===== config.mk =====
export PLATFORM = sky130hd
export DESIGN_NAME = sat_mac
export DESIGN_NICKNAME = d
export VERILOG_FILES = /design/src/rtl/sat_mac_pkg.sv /design/src/rtl/sat_mac_ctrl.sv /design/src/rtl/sat_mac_dp.sv /design/src/rtl/sat_mac.sv
export SDC_FILE = /design/constraint.sdc
export NUM_CORES = 1
export LEC_CHECK = 0
export ABC_AREA = 0
export BUFFER_PORTS_ARGS = -buffer_cell sky130_fd_sc_hd__buf_2
export CAP_MARGIN = 20
export CORE_MARGIN = 2
export CORE_UTILIZATION = 65
export DETAILED_ROUTE_END_ITERATION = 10
export PLACE_DENSITY_LB_ADDON = 0.1
export SLEW_MARGIN = 20
export SYNTH_ARGS = -nofsm -noshare
export SYNTH_HDL_FRONTEND = slang
export SYNTH_SLANG_ARGS = --single-unit

===== constraint.sdc =====
create_clock -name clk -period 11 [get_ports clk]
set_input_delay 1.1 -clock clk [delete_from_list [all_inputs] [get_ports clk]]
set_output_delay 1.1 -clock clk [all_outputs]
set_load 0.03 [all_outputs]

===== src/rtl/sat_mac_pkg.sv =====
package sat_mac_pkg;

  localparam int NUM_ACC = 2;
  localparam int SEL_W   = $clog2(NUM_ACC);

  typedef enum logic [1:0] {
    OP_ADD  = 2'b00,
    OP_SUB  = 2'b01,
    OP_CLR  = 2'b10,
    OP_LOAD = 2'b11
  } acc_op_e;

  typedef enum logic [1:0] {
    POST_PASS  = 2'b00,
    POST_TRUNC = 2'b01,
    POST_ROUND = 2'b10,
    POST_ALT   = 2'b11
  } post_e;

  // strobes from control to datapath, each aligned to the stage it drives
  typedef struct packed {
    logic               ldOps;
    logic               signOps;
    logic               mulEn;
    logic               fracShift;
    logic [NUM_ACC-1:0] accWr;
    acc_op_e            accOp;
    logic               outEn;
    logic [SEL_W-1:0]   outSel;
    post_e              postMode;
  } mac_strobe_t;

endpackage


===== src/rtl/sat_mac_ctrl.sv =====
module sat_mac_ctrl
  import sat_mac_pkg::*;
(
  input  logic             clk,
  input  logic             rstN,
  input  logic             inValid,
  input  logic             signedMode,
  input  logic             fracMode,
  input  logic [SEL_W-1:0] accSel,
  input  logic [1:0]       opCode,
  input  logic [1:0]       postMode,
  output mac_strobe_t      strobe
);

  // stage 1: operands registered, product being formed
  logic             s1Valid, s1Frac;
  logic [SEL_W-1:0] s1Sel;
  acc_op_e          s1Op;
  post_e            s1Post;
  // stage 2: product registered, accumulator being written
  logic             s2Valid;
  logic [SEL_W-1:0] s2Sel;
  acc_op_e          s2Op;
  post_e            s2Post;
  // stage 3: accumulator written, output being formed
  logic             s3Valid;
  logic [SEL_W-1:0] s3Sel;
  post_e            s3Post;

  always_ff @(posedge clk or negedge rstN) begin
    if (!rstN) begin
      s1Valid <= 1'b0;
      s1Frac  <= 1'b0;
      s1Sel   <= '0;
      s1Op    <= OP_ADD;
      s1Post  <= POST_PASS;
      s2Valid <= 1'b0;
      s2Sel   <= '0;
      s2Op    <= OP_ADD;
      s2Post  <= POST_PASS;
      s3Valid <= 1'b0;
      s3Sel   <= '0;
      s3Post  <= POST_PASS;
    end else begin
      s1Valid <= inValid;
      s1Frac  <= fracMode;
      s1Sel   <= accSel;
      s1Op    <= acc_op_e'(opCode);
      s1Post  <= post_e'(postMode);
      s2Valid <= s1Valid;
      s2Sel   <= s1Sel;
      s2Op    <= s1Op;
      s2Post  <= s1Post;
      s3Valid <= s2Valid;
      s3Sel   <= s2Sel;
      s3Post  <= s2Post;
    end
  end

  always_comb begin
    strobe           = '0;
    strobe.ldOps     = inValid;
    strobe.signOps   = signedMode;
    strobe.mulEn     = s1Valid;
    strobe.fracShift = s1Frac;
    for (int i = 0; i < NUM_ACC; i++) begin
      strobe.accWr[i] = s2Valid && (s2Sel == SEL_W'(i));
    end
    strobe.accOp     = s2Op;
    strobe.outEn     = s3Valid;
    strobe.outSel    = s3Sel;
    strobe.postMode  = s3Post;
  end

  // an output strobe is only ever raised three edges after an issue
  assert_latency_R2: assert property (@(posedge clk) disable iff (!rstN)
    strobe.outEn |-> $past(inValid, 3));

endmodule


===== src/rtl/sat_mac_dp.sv =====
module sat_mac_dp
  import sat_mac_pkg::*;
#(
  parameter int OP_W  = 16,
  parameter int ACC_W = 40,
  parameter int OUT_W = 32
) (
  input  logic             clk,
  input  logic             rstN,
  input  mac_strobe_t      strobe,
  input  logic [OP_W-1:0]  opA,
  input  logic [OP_W-1:0]  opB,
  output logic             outValid,
  output logic [OUT_W-1:0] outWord,
  output logic             outOvf,
  output logic             outZero
);

  localparam int MUL_W  = OP_W + 1;      // operand after sign control
  localparam int FULL_W = 2 * MUL_W;     // exact product
  localparam int PROD_W = FULL_W + 1;    // room for fractional doubling
  localparam int SUM_W  = ACC_W + 1;     // room for the rounding carry
  localparam int HALF_W = OUT_W / 2;
  localparam int HI_W   = SUM_W - OUT_W + 1;
  localparam logic [OUT_W-1:0] MAX_W = {1'b0, {(OUT_W-1){1'b1}}};
  localparam logic [OUT_W-1:0] MIN_W = {1'b1, {(OUT_W-1){1'b0}}};
  localparam logic [SUM_W-1:0] RND_K = {{(SUM_W-HALF_W){1'b0}}, 1'b1, {(HALF_W-1){1'b0}}};

  // ---------------- operand stage ----------------
  logic signed [MUL_W-1:0] opReg [2];
  logic [OP_W-1:0]         opIn  [2];
  assign opIn[0] = opA;
  assign opIn[1] = opB;

  for (genvar k = 0; k < 2; k++) begin : gOperand
    always_ff @(posedge clk or negedge rstN) begin
      if (!rstN)             opReg[k] <= '0;
      else if (strobe.ldOps) opReg[k] <= {strobe.signOps & opIn[k][OP_W-1], opIn[k]};
    end
  end

  // ---------------- product stage ----------------
  logic signed [FULL_W-1:0] mulFull;
  logic signed [PROD_W-1:0] prodNext, prodReg;

  assign mulFull  = FULL_W'(opReg[0]) * FULL_W'(opReg[1]);
  assign prodNext = strobe.fracShift ? {mulFull, 1'b0} : {mulFull[FULL_W-1], mulFull};

  always_ff @(posedge clk or negedge rstN) begin
    if (!rstN)             prodReg <= '0;
    else if (strobe.mulEn) prodReg <= prodNext;
  end

  // ---------------- accumulate stage ----------------
  logic signed [ACC_W-1:0] prodExt;
  logic signed [ACC_W-1:0] accQ [NUM_ACC];

  assign prodExt = ACC_W'(prodReg);

  always_ff @(posedge clk or negedge rstN) begin
    if (!rstN) begin
      for (int i = 0; i < NUM_ACC; i++) accQ[i] <= '0;
    end else begin
      for (int i = 0; i < NUM_ACC; i++) begin
        if (strobe.accWr[i]) begin
          unique case (strobe.accOp)
            OP_ADD:  accQ[i] <= accQ[i] + prodExt;
            OP_SUB:  accQ[i] <= accQ[i] - prodExt;
            OP_CLR:  accQ[i] <= '0;
            OP_LOAD: accQ[i] <= prodExt;
            default: accQ[i] <= accQ[i];
          endcase
        end
      end
    end
  end

  // ---------------- output stage ----------------
  logic signed [ACC_W-1:0] selAcc;
  logic signed [SUM_W-1:0] postVal;
  logic [HI_W-1:0]         hiBits;
  logic                    inRange;
  logic [OUT_W-1:0]        satWord;

  assign selAcc = accQ[strobe.outSel];

  always_comb begin
    postVal = SUM_W'(selAcc);
    unique case (strobe.postMode)
      POST_TRUNC: postVal[HALF_W-1:0] = '0;
      POST_ROUND: begin
        postVal = postVal + RND_K;
        postVal[HALF_W-1:0] = '0;
      end
      default: ;
    endcase
  end

  assign hiBits  = postVal[SUM_W-1:OUT_W-1];
  assign inRange = (&hiBits) || !(|hiBits);
  assign satWord = inRange ? postVal[OUT_W-1:0] : (postVal[SUM_W-1] ? MIN_W : MAX_W);

  always_ff @(posedge clk or negedge rstN) begin
    if (!rstN) begin
      outValid <= 1'b0;
      outWord  <= '0;
      outOvf   <= 1'b0;
      outZero  <= 1'b0;
    end else begin
      outValid <= strobe.outEn;
      if (strobe.outEn) begin
        outWord <= satWord;
        outOvf  <= !inRange;
        outZero <= (satWord == '0);
      end
    end
  end

  // ---------------- assertions ----------------
  assert_frac_even_R4: assert property (@(posedge clk) disable iff (!rstN)
    (strobe.mulEn && strobe.fracShift) |=> (prodReg[0] == 1'b0));

  for (genvar g = 0; g < NUM_ACC; g++) begin : gAccChk
    assert_clear_zero_R5: assert property (@(posedge clk) disable iff (!rstN)
      (strobe.accWr[g] && strobe.accOp == OP_CLR) |=> (accQ[g] == '0));
    assert_unselected_hold_R6: assert property (@(posedge clk) disable iff (!rstN)
      !strobe.accWr[g] |=> $stable(accQ[g]));
  end

  assert_low_half_clear_R8: assert property (@(posedge clk) disable iff (!rstN)
    (strobe.outEn && (strobe.postMode == POST_TRUNC || strobe.postMode == POST_ROUND))
      |=> (outOvf || outWord[HALF_W-1:0] == '0));

  assert_clamp_value_R9: assert property (@(posedge clk) disable iff (!rstN)
    outOvf |-> (outWord == MAX_W || outWord == MIN_W));

  assert_zero_not_ovf_R10: assert property (@(posedge clk) disable iff (!rstN)
    outZero |-> !outOvf);

  assert_hold_idle_R11: assert property (@(posedge clk) disable iff (!rstN)
    !strobe.outEn |=> ($stable(outWord) && $stable(outOvf) && $stable(outZero)));

endmodule


===== src/rtl/sat_mac.sv =====
module sat_mac
  import sat_mac_pkg::*;
#(
  parameter int OP_W  = 16,
  parameter int ACC_W = 40,
  parameter int OUT_W = 32
) (
  input  logic             clk,
  input  logic             rstN,
  input  logic             inValid,
  input  logic [OP_W-1:0]  opA,
  input  logic [OP_W-1:0]  opB,
  input  logic             signedMode,
  input  logic             fracMode,
  input  logic             accSel,
  input  logic [1:0]       opCode,
  input  logic [1:0]       postMode,
  output logic             outValid,
  output logic [OUT_W-1:0] outWord,
  output logic             outOvf,
  output logic             outZero
);

  mac_strobe_t strobe;

  sat_mac_ctrl u_ctrl (
    .clk        (clk),
    .rstN       (rstN),
    .inValid    (inValid),
    .signedMode (signedMode),
    .fracMode   (fracMode),
    .accSel     (accSel),
    .opCode     (opCode),
    .postMode   (postMode),
    .strobe     (strobe)
  );

  sat_mac_dp #(
    .OP_W  (OP_W),
    .ACC_W (ACC_W),
    .OUT_W (OUT_W)
  ) u_dp (
    .clk      (clk),
    .rstN     (rstN),
    .strobe   (strobe),
    .opA      (opA),
    .opB      (opB),
    .outValid (outValid),
    .outWord  (outWord),
    .outOvf   (outOvf),
    .outZero  (outZero)
  );

endmodule


# [Yosys cells after proc, flatten, opt, wreduce, memory -nomap -nowiden]
# Cells that the tools add are included.
[word_totals] inputBits=42 register_bits=201 word_cells=57 output_inout_bits=35
[classes] n_eq_ne=5 n_lt_le_gt_ge=1 multipliers=1 n_bitwise=4 n_reduce_logical=10 mux=10 add_sub_neg=5
[ops] op="40-bit one-hot mux with 4 select lines" n=2
[ops] op="40-bit 2-to-1 mux" n=3
[ops] op="40-bit by 35-bit adder with 40-bit output" n=2
[ops] op="40-bit by 35-bit subtractor with 40-bit output" n=2
[ops] op="32-bit 2-to-1 mux" n=2
[ops] op="40-bit by 17-bit adder with 41-bit output (second input constant)" n=1
[ops] op="17-bit by 17-bit multiplier with 34-bit output" n=1
[ops] op="34-bit 2-to-1 mux" n=1
[ops] op="32-bit zero test" n=1
[ops] op="25-bit 2-to-1 mux" n=1
[ops] op="16-bit 2-to-1 mux" n=1
[ops] op="10-bit AND reduction" n=1
[ops] op="10-bit OR reduction" n=1
[ops] op="2-bit == test (second input constant)" n=3
[ops] op="2-bit by 1-bit == test with 1-bit output (second input constant)" n=2
[ops] op="1-bit AND" n=2
[ops] op="2-bit greater-or-equal comparator (second input constant)" n=1
[ops] op="1-bit logical AND" n=2
[ops] op="1-bit zero test" n=2
[ops] op="2-bit zero test" n=1
[ops] op="1-bit inverter with 2-bit output" n=1
[ops] op="2-bit OR reduction" n=1
[ops] op="1-bit logical OR" n=1
[ops] op="1-bit inverter" n=1

# [Longest topological paths before layout]
[logic_depth] ltp_word=11 mapped_depth=28 ltp_nobuf=26

# [Cells and area by module]
# From an unflattened synthesis, not the netlist that was laid out.
[hier_totals] hier_cells=2748 area_unflattened_um2=24862.6
[modules_own_cells] module="sat_mac_dp" n_inst=1 seq_area_each_um2=4604.4 area_per_inst_um2=24375.9 cells_each=2723
[modules_own_cells] module="sat_mac_ctrl" n_inst=1 seq_area_each_um2=425.4 area_per_inst_um2=486.7 cells_each=25

# [Worst setup path before layout]
# OpenSTA, ideal clock, no wires.
[synth_path] path_kind="register to register" start="register u_dp.opReg[33] (netlist name)" end="register u_dp.prodReg[33]" arrival_ps=6312 required_ps=10881 period_less_slack_ps=6431 setup_time_ps=119 n_path_buf=2 slack_ps=4569 stages_incl_launch_ff=24 path_cell_list="dfrtp_1 -> clkbuf_1 -> clkbuf_1 -> nand2_1 -> fa_1 -> inv_1 -> fa_1 -> fa_1 -> fa_1 -> fa_1 -> inv_1 -> fa_1 -> inv_1 -> ha_1 -> a211o_1 -> or2_2 -> a21oi_1 -> o21ai_0 -> a211oi_1 -> o21bai_1 -> a21oi_1 -> xnor2_1 -> o211ai_1 -> o21a_1"
[synth_via] elab_chain_len=2
[synth_rtl] element="start, declared" line_no="sat_mac_dp.sv:30" text="logic signed [MUL_W-1:0] opReg [2];"
[synth_rtl] element="start signal, assigned by index" line_no="sat_mac_dp.sv:38" text="else if (strobe.ldOps) opReg[k] <= {strobe.signOps & opIn[k][OP_W-1], opIn[k]};"
[synth_rtl] element="17-bit by 17-bit multiplier with 34-bit output" line_no="sat_mac_dp.sv:46" text="assign mulFull = FULL_W'(opReg[0]) * FULL_W'(opReg[1]);"
[synth_rtl] element="34-bit 2-to-1 mux" line_no="sat_mac_dp.sv:47" text="assign prodNext = strobe.fracShift ? {mulFull, 1'b0} : {mulFull[FULL_W-1], mulFull};"
[synth_rtl] element="end signal, assigned" line_no="sat_mac_dp.sv:51" text="else if (strobe.mulEn) prodReg <= prodNext;"
[synth_rtl] element="end, declared" line_no="sat_mac_dp.sv:44" text="logic signed [PROD_W-1:0] prodNext, prodReg;"
# Every way passes these cells.
# A chain may end at the register's enable or synchronous reset.

# [Final worst setup path]
# Ends and elaborated chain as after synthesis.

==> impl_metrics.env <==
export IMPL_timing_critical_path_to_type="flip-flop"
export IMPL_hold_path_endpoint="u_ctrl.s2Sel"
export IMPL_final_util=0.7010
export IMPL_grt_overflow=0
export IMPL_ff2ff_setup_slack_ns=4.04
export IMPL_dominant_cell_type_by_area_after_synthesis="fa_1"
export IMPL_route_detailed_drc=0
export IMPL_syn_area_um2=25010
export IMPL_wirelength_routed_um=59580
export IMPL_coreArea_um2=37760
export IMPL_cts_made_buffers=25
export IMPL_drtAntennaViolNets=0
export IMPL_synth_compound_gate_area_share=0.1489
export IMPL_muxShareOfSynthArea=0.04402
export IMPL_cp_data_required_time_ns=11.50
export IMPL_yosys_area_share_adder=0.3215
export IMPL_yosysTopAreaCellShare=0.2385
export IMPL_synthTopCellsByCount="inv_1 (352), fa_1 (298), nand2_1 (277), dfrtp_1 (201), ha_1 (166)"
export IMPL_cts_hold_repair_buffers=0
export IMPL_gpl_final_weighted_congestion=0.9406
export IMPL_syn_num_nets=3255
export IMPL_post_synth_top_count_cell="inv_1"
export IMPL_hold_viol_final=0
export IMPL_layout_drive_gt1_share=0.08467
export IMPL_maxSlewViolCount=0
export IMPL_wl_per_cell_um=18.26
export IMPL_ys_warn_count=0
export IMPL_finalSetupViolCount=0
export IMPL_clk_latency_worst_skew_pair_ns=0.56
export IMPL_area_sequential_um2=5034
export IMPL_dpl_cell_area_um2=25600
export IMPL_dp_final_hpwl_um=46500
export IMPL_clk_pin_slew_worst_paths_ns=0.06
export IMPL_postSynth_topFlopCell="dfrtp_1"
export IMPL_htreeDepth=1
export IMPL_routed_via_density=5.901
export IMPL_gr_usage_all_layers=0.3041
export IMPL_row_count=71
export IMPL_run_status="completed"
export IMPL_ys_async_sr_fraction=1.000
export IMPL_worst_hold_path_type="reg2reg"
export IMPL_antenna_cells_inserted=0
export IMPL_numPortBuffers=76
export IMPL_clock_root_buffer="clkbuf_16"
export IMPL_via_total_after_detailed_routing=19260
export IMPL_worstPathMaxFanout=18
export IMPL_main_combinational_cell_family_by_area_after_synthesis="adder cells"
export IMPL_final_critical_path_setup_slack_ns=4.041
export IMPL_finalCritPeriodShare=0.6326
export IMPL_timing_final_crit_period_ns=6.959
export IMPL_postCtsResizedCells=0
export IMPL_cts_root_to_sink_buffers=3
export IMPL_rsz_0062_raised_after_global_routing="false"
export IMPL_floorplan_initialDensity=0.6625
export IMPL_num_fill_cells=3024
export IMPL_r2r_start="u_dp.opReg[33]"
export IMPL_die_area_um2=40070
export IMPL_crit_type="reg2reg"
export IMPL_crit_start="u_dp.opReg[33]"
export IMPL_dp_worst_setup_slack_ns=4.061
export IMPL_timing_slew_headroom=0.3082
export IMPL_drt_initial_drc_count=1098
export IMPL_layout_nets=3239
export IMPL_die_width_um=200.2
export IMPL_postCtsSetupBuffers=0
export IMPL_top_usage_layer="met2"
export IMPL_die_y_um=200.2
export IMPL_vias_in_the_first_global_route=19690
export IMPL_simple_gate_portion_of_the_synthesized_area=0.1548
export IMPL_global_route_usage_met3=0.03563
export IMPL_maxCapViolCount=0
export IMPL_cts_sink_count=201
export IMPL_timing_fmax_mhz=143.7
export IMPL_synth_lib_cells_used_distinct=86
export IMPL_hold_path_depth=0
export IMPL_multi_input_comb_area_um2=18110
export IMPL_netlist_top_cells_area="fa_1 (24%), dfrtp_1 (20%), ha_1 (8.3%)"
export IMPL_yosys_reg_bits=201
export IMPL_syn_avg_cell_area_um2=9.099
export IMPL_critical_path_startpoint_type="flip-flop"
export IMPL_reg2reg_to="u_dp.prodReg[33]"
export IMPL_syn2layout_area_growth_pct=5.812
export IMPL_global_route_usage_met2=0.5047
export IMPL_netlist_instances=2749
export IMPL_synth_xor_xnor_area_share=0.05427
export IMPL_yosysSeqAreaShare=0.2011
export IMPL_grt_met1_usage=0.4293
export IMPL_number_of_flops_mapped_to_enable_cells_by_yosys=0
export IMPL_grt_max_degree=98
export IMPL_num_io_pins=77
export IMPL_fin_area_um2=26470
export IMPL_reg2regPathDepth=24
export IMPL_clock_tree_from_tritoncts="yes"
export IMPL_worstHoldStart="u_ctrl.s1Sel"
export IMPL_grt_pass1_wl_um=100400
export IMPL_fin_tns_setup_ns=0
export IMPL_worstMarginPinSlew_ns=1.038
export IMPL_detailedRoute_firstPassIterationCount=6
export IMPL_clock_skew_ns=0.008885
export IMPL_data_arrival_time_of_the_worst_path_ns=7.45
export IMPL_antenna_found_initial=0
## per-layer routing
layer,routed length [um],part of all wire
met4,1366,0.023
met3,3202,0.054
met5,0,0
met2,27670,0.46
met1,27340,0.46
## placed cells by master (no fill, tap or decap), types with 34 or more instances in the layout
cell type  instances
a21o_1            54
a21oi_1          159
a22oi_1           48
and2_1           150
buf_2             75
dfrtp_1          198
fa_1             298
ha_1             166
inv_1            352
mux2_2            43
mux2i_1           58
nand2_1          277
nand3_1           34
nor2_1           144
o21ai_0          126
xnor2_1           96
xor2_1            59
## worst max-delay path: stages, from the launching register on
cell and delay (ns):
dfrtp_1 0.60, nand2_1 0.22, inv_1 0.10, fa_1 0.63, inv_1 0.17, fa_1 0.56
inv_1 0.05, fa_1 0.52, fa_1 0.46, fa_1 0.55, inv_1 0.05, fa_1 0.53
inv_1 0.04, ha_1 0.36, and3_1 0.21, nand4_1 0.11, nor3_1 0.06, a21oi_1 0.25
a21oi_1 0.16, o31a_1 0.34, o41ai_1 0.34, xnor2_1 0.19, nand2_1 0.07, o211ai_1 0.14
o21a_1 0.15
## worst max path at each step
stage	end	slack, ns
5_1_grt	u_dp.prodReg[33]	3.63
2_1_floorplan	u_dp.prodReg[33]	4.57
3_5_place_dp	u_dp.prodReg[33]	4.06
4_1_cts	u_dp.prodReg[33]	4.02
6_report	u_dp.prodReg[33]	4.04
3_3_place_gp	u_dp.prodReg[33]	4.27
## sequential cells by signal (all words and copies together), names as in the netlist
name and count:
u_ctrl.s1Frac 1, u_ctrl.s1Op 2, u_ctrl.s1Post 2, u_ctrl.s1Sel 1, u_ctrl.s1Valid 1, u_ctrl.s2Op 2
u_ctrl.s2Post 2, u_ctrl.s2Sel 1, u_ctrl.s2Valid 1, u_ctrl.s3Post 2, u_ctrl.s3Sel 1, u_ctrl.s3Valid 1
u_dp.accQ 80, u_dp.opReg 34, u_dp.outOvf 1, u_dp.outValid 1, u_dp.outWord 32, u_dp.outZero 1
u_dp.prodReg 35
## through the flow
stage               hold WS [ns]  cells
floorplan                 0.3312   2749
global placement          0.3320   3217
detailed placement        0.3371   3217
CTS                       0.3513   3263
global route              0.3600   3263
finish                    0.3492   3263
## final cells by class
type                            count  area share
Clock inverter                     18    0.007989
Timing Repair Buffer               89     0.01839
Tap cell                          511     0.02416
Multi-Input combinational cell   2063      0.6844
Sequential cell                   201      0.1902
Inverter                          353     0.05006
Clock buffer                       28     0.02482
## cell families after synthesis
| group | count (synthesis) |
|---|---|
| adder cells (fa/ha/maj) | 464 |
| XOR/XNOR | 155 |
| multiplexers | 103 |
| buffers and inverters | 485 |
| flip-flops | 201 |
| AND/OR/NAND/NOR | 765 |
| AO/OA/AOI/OAI | 576 |
Power is not shown: default switching activity piles up to over one toggle a cycle in this logic, so the estimate is an artifact.
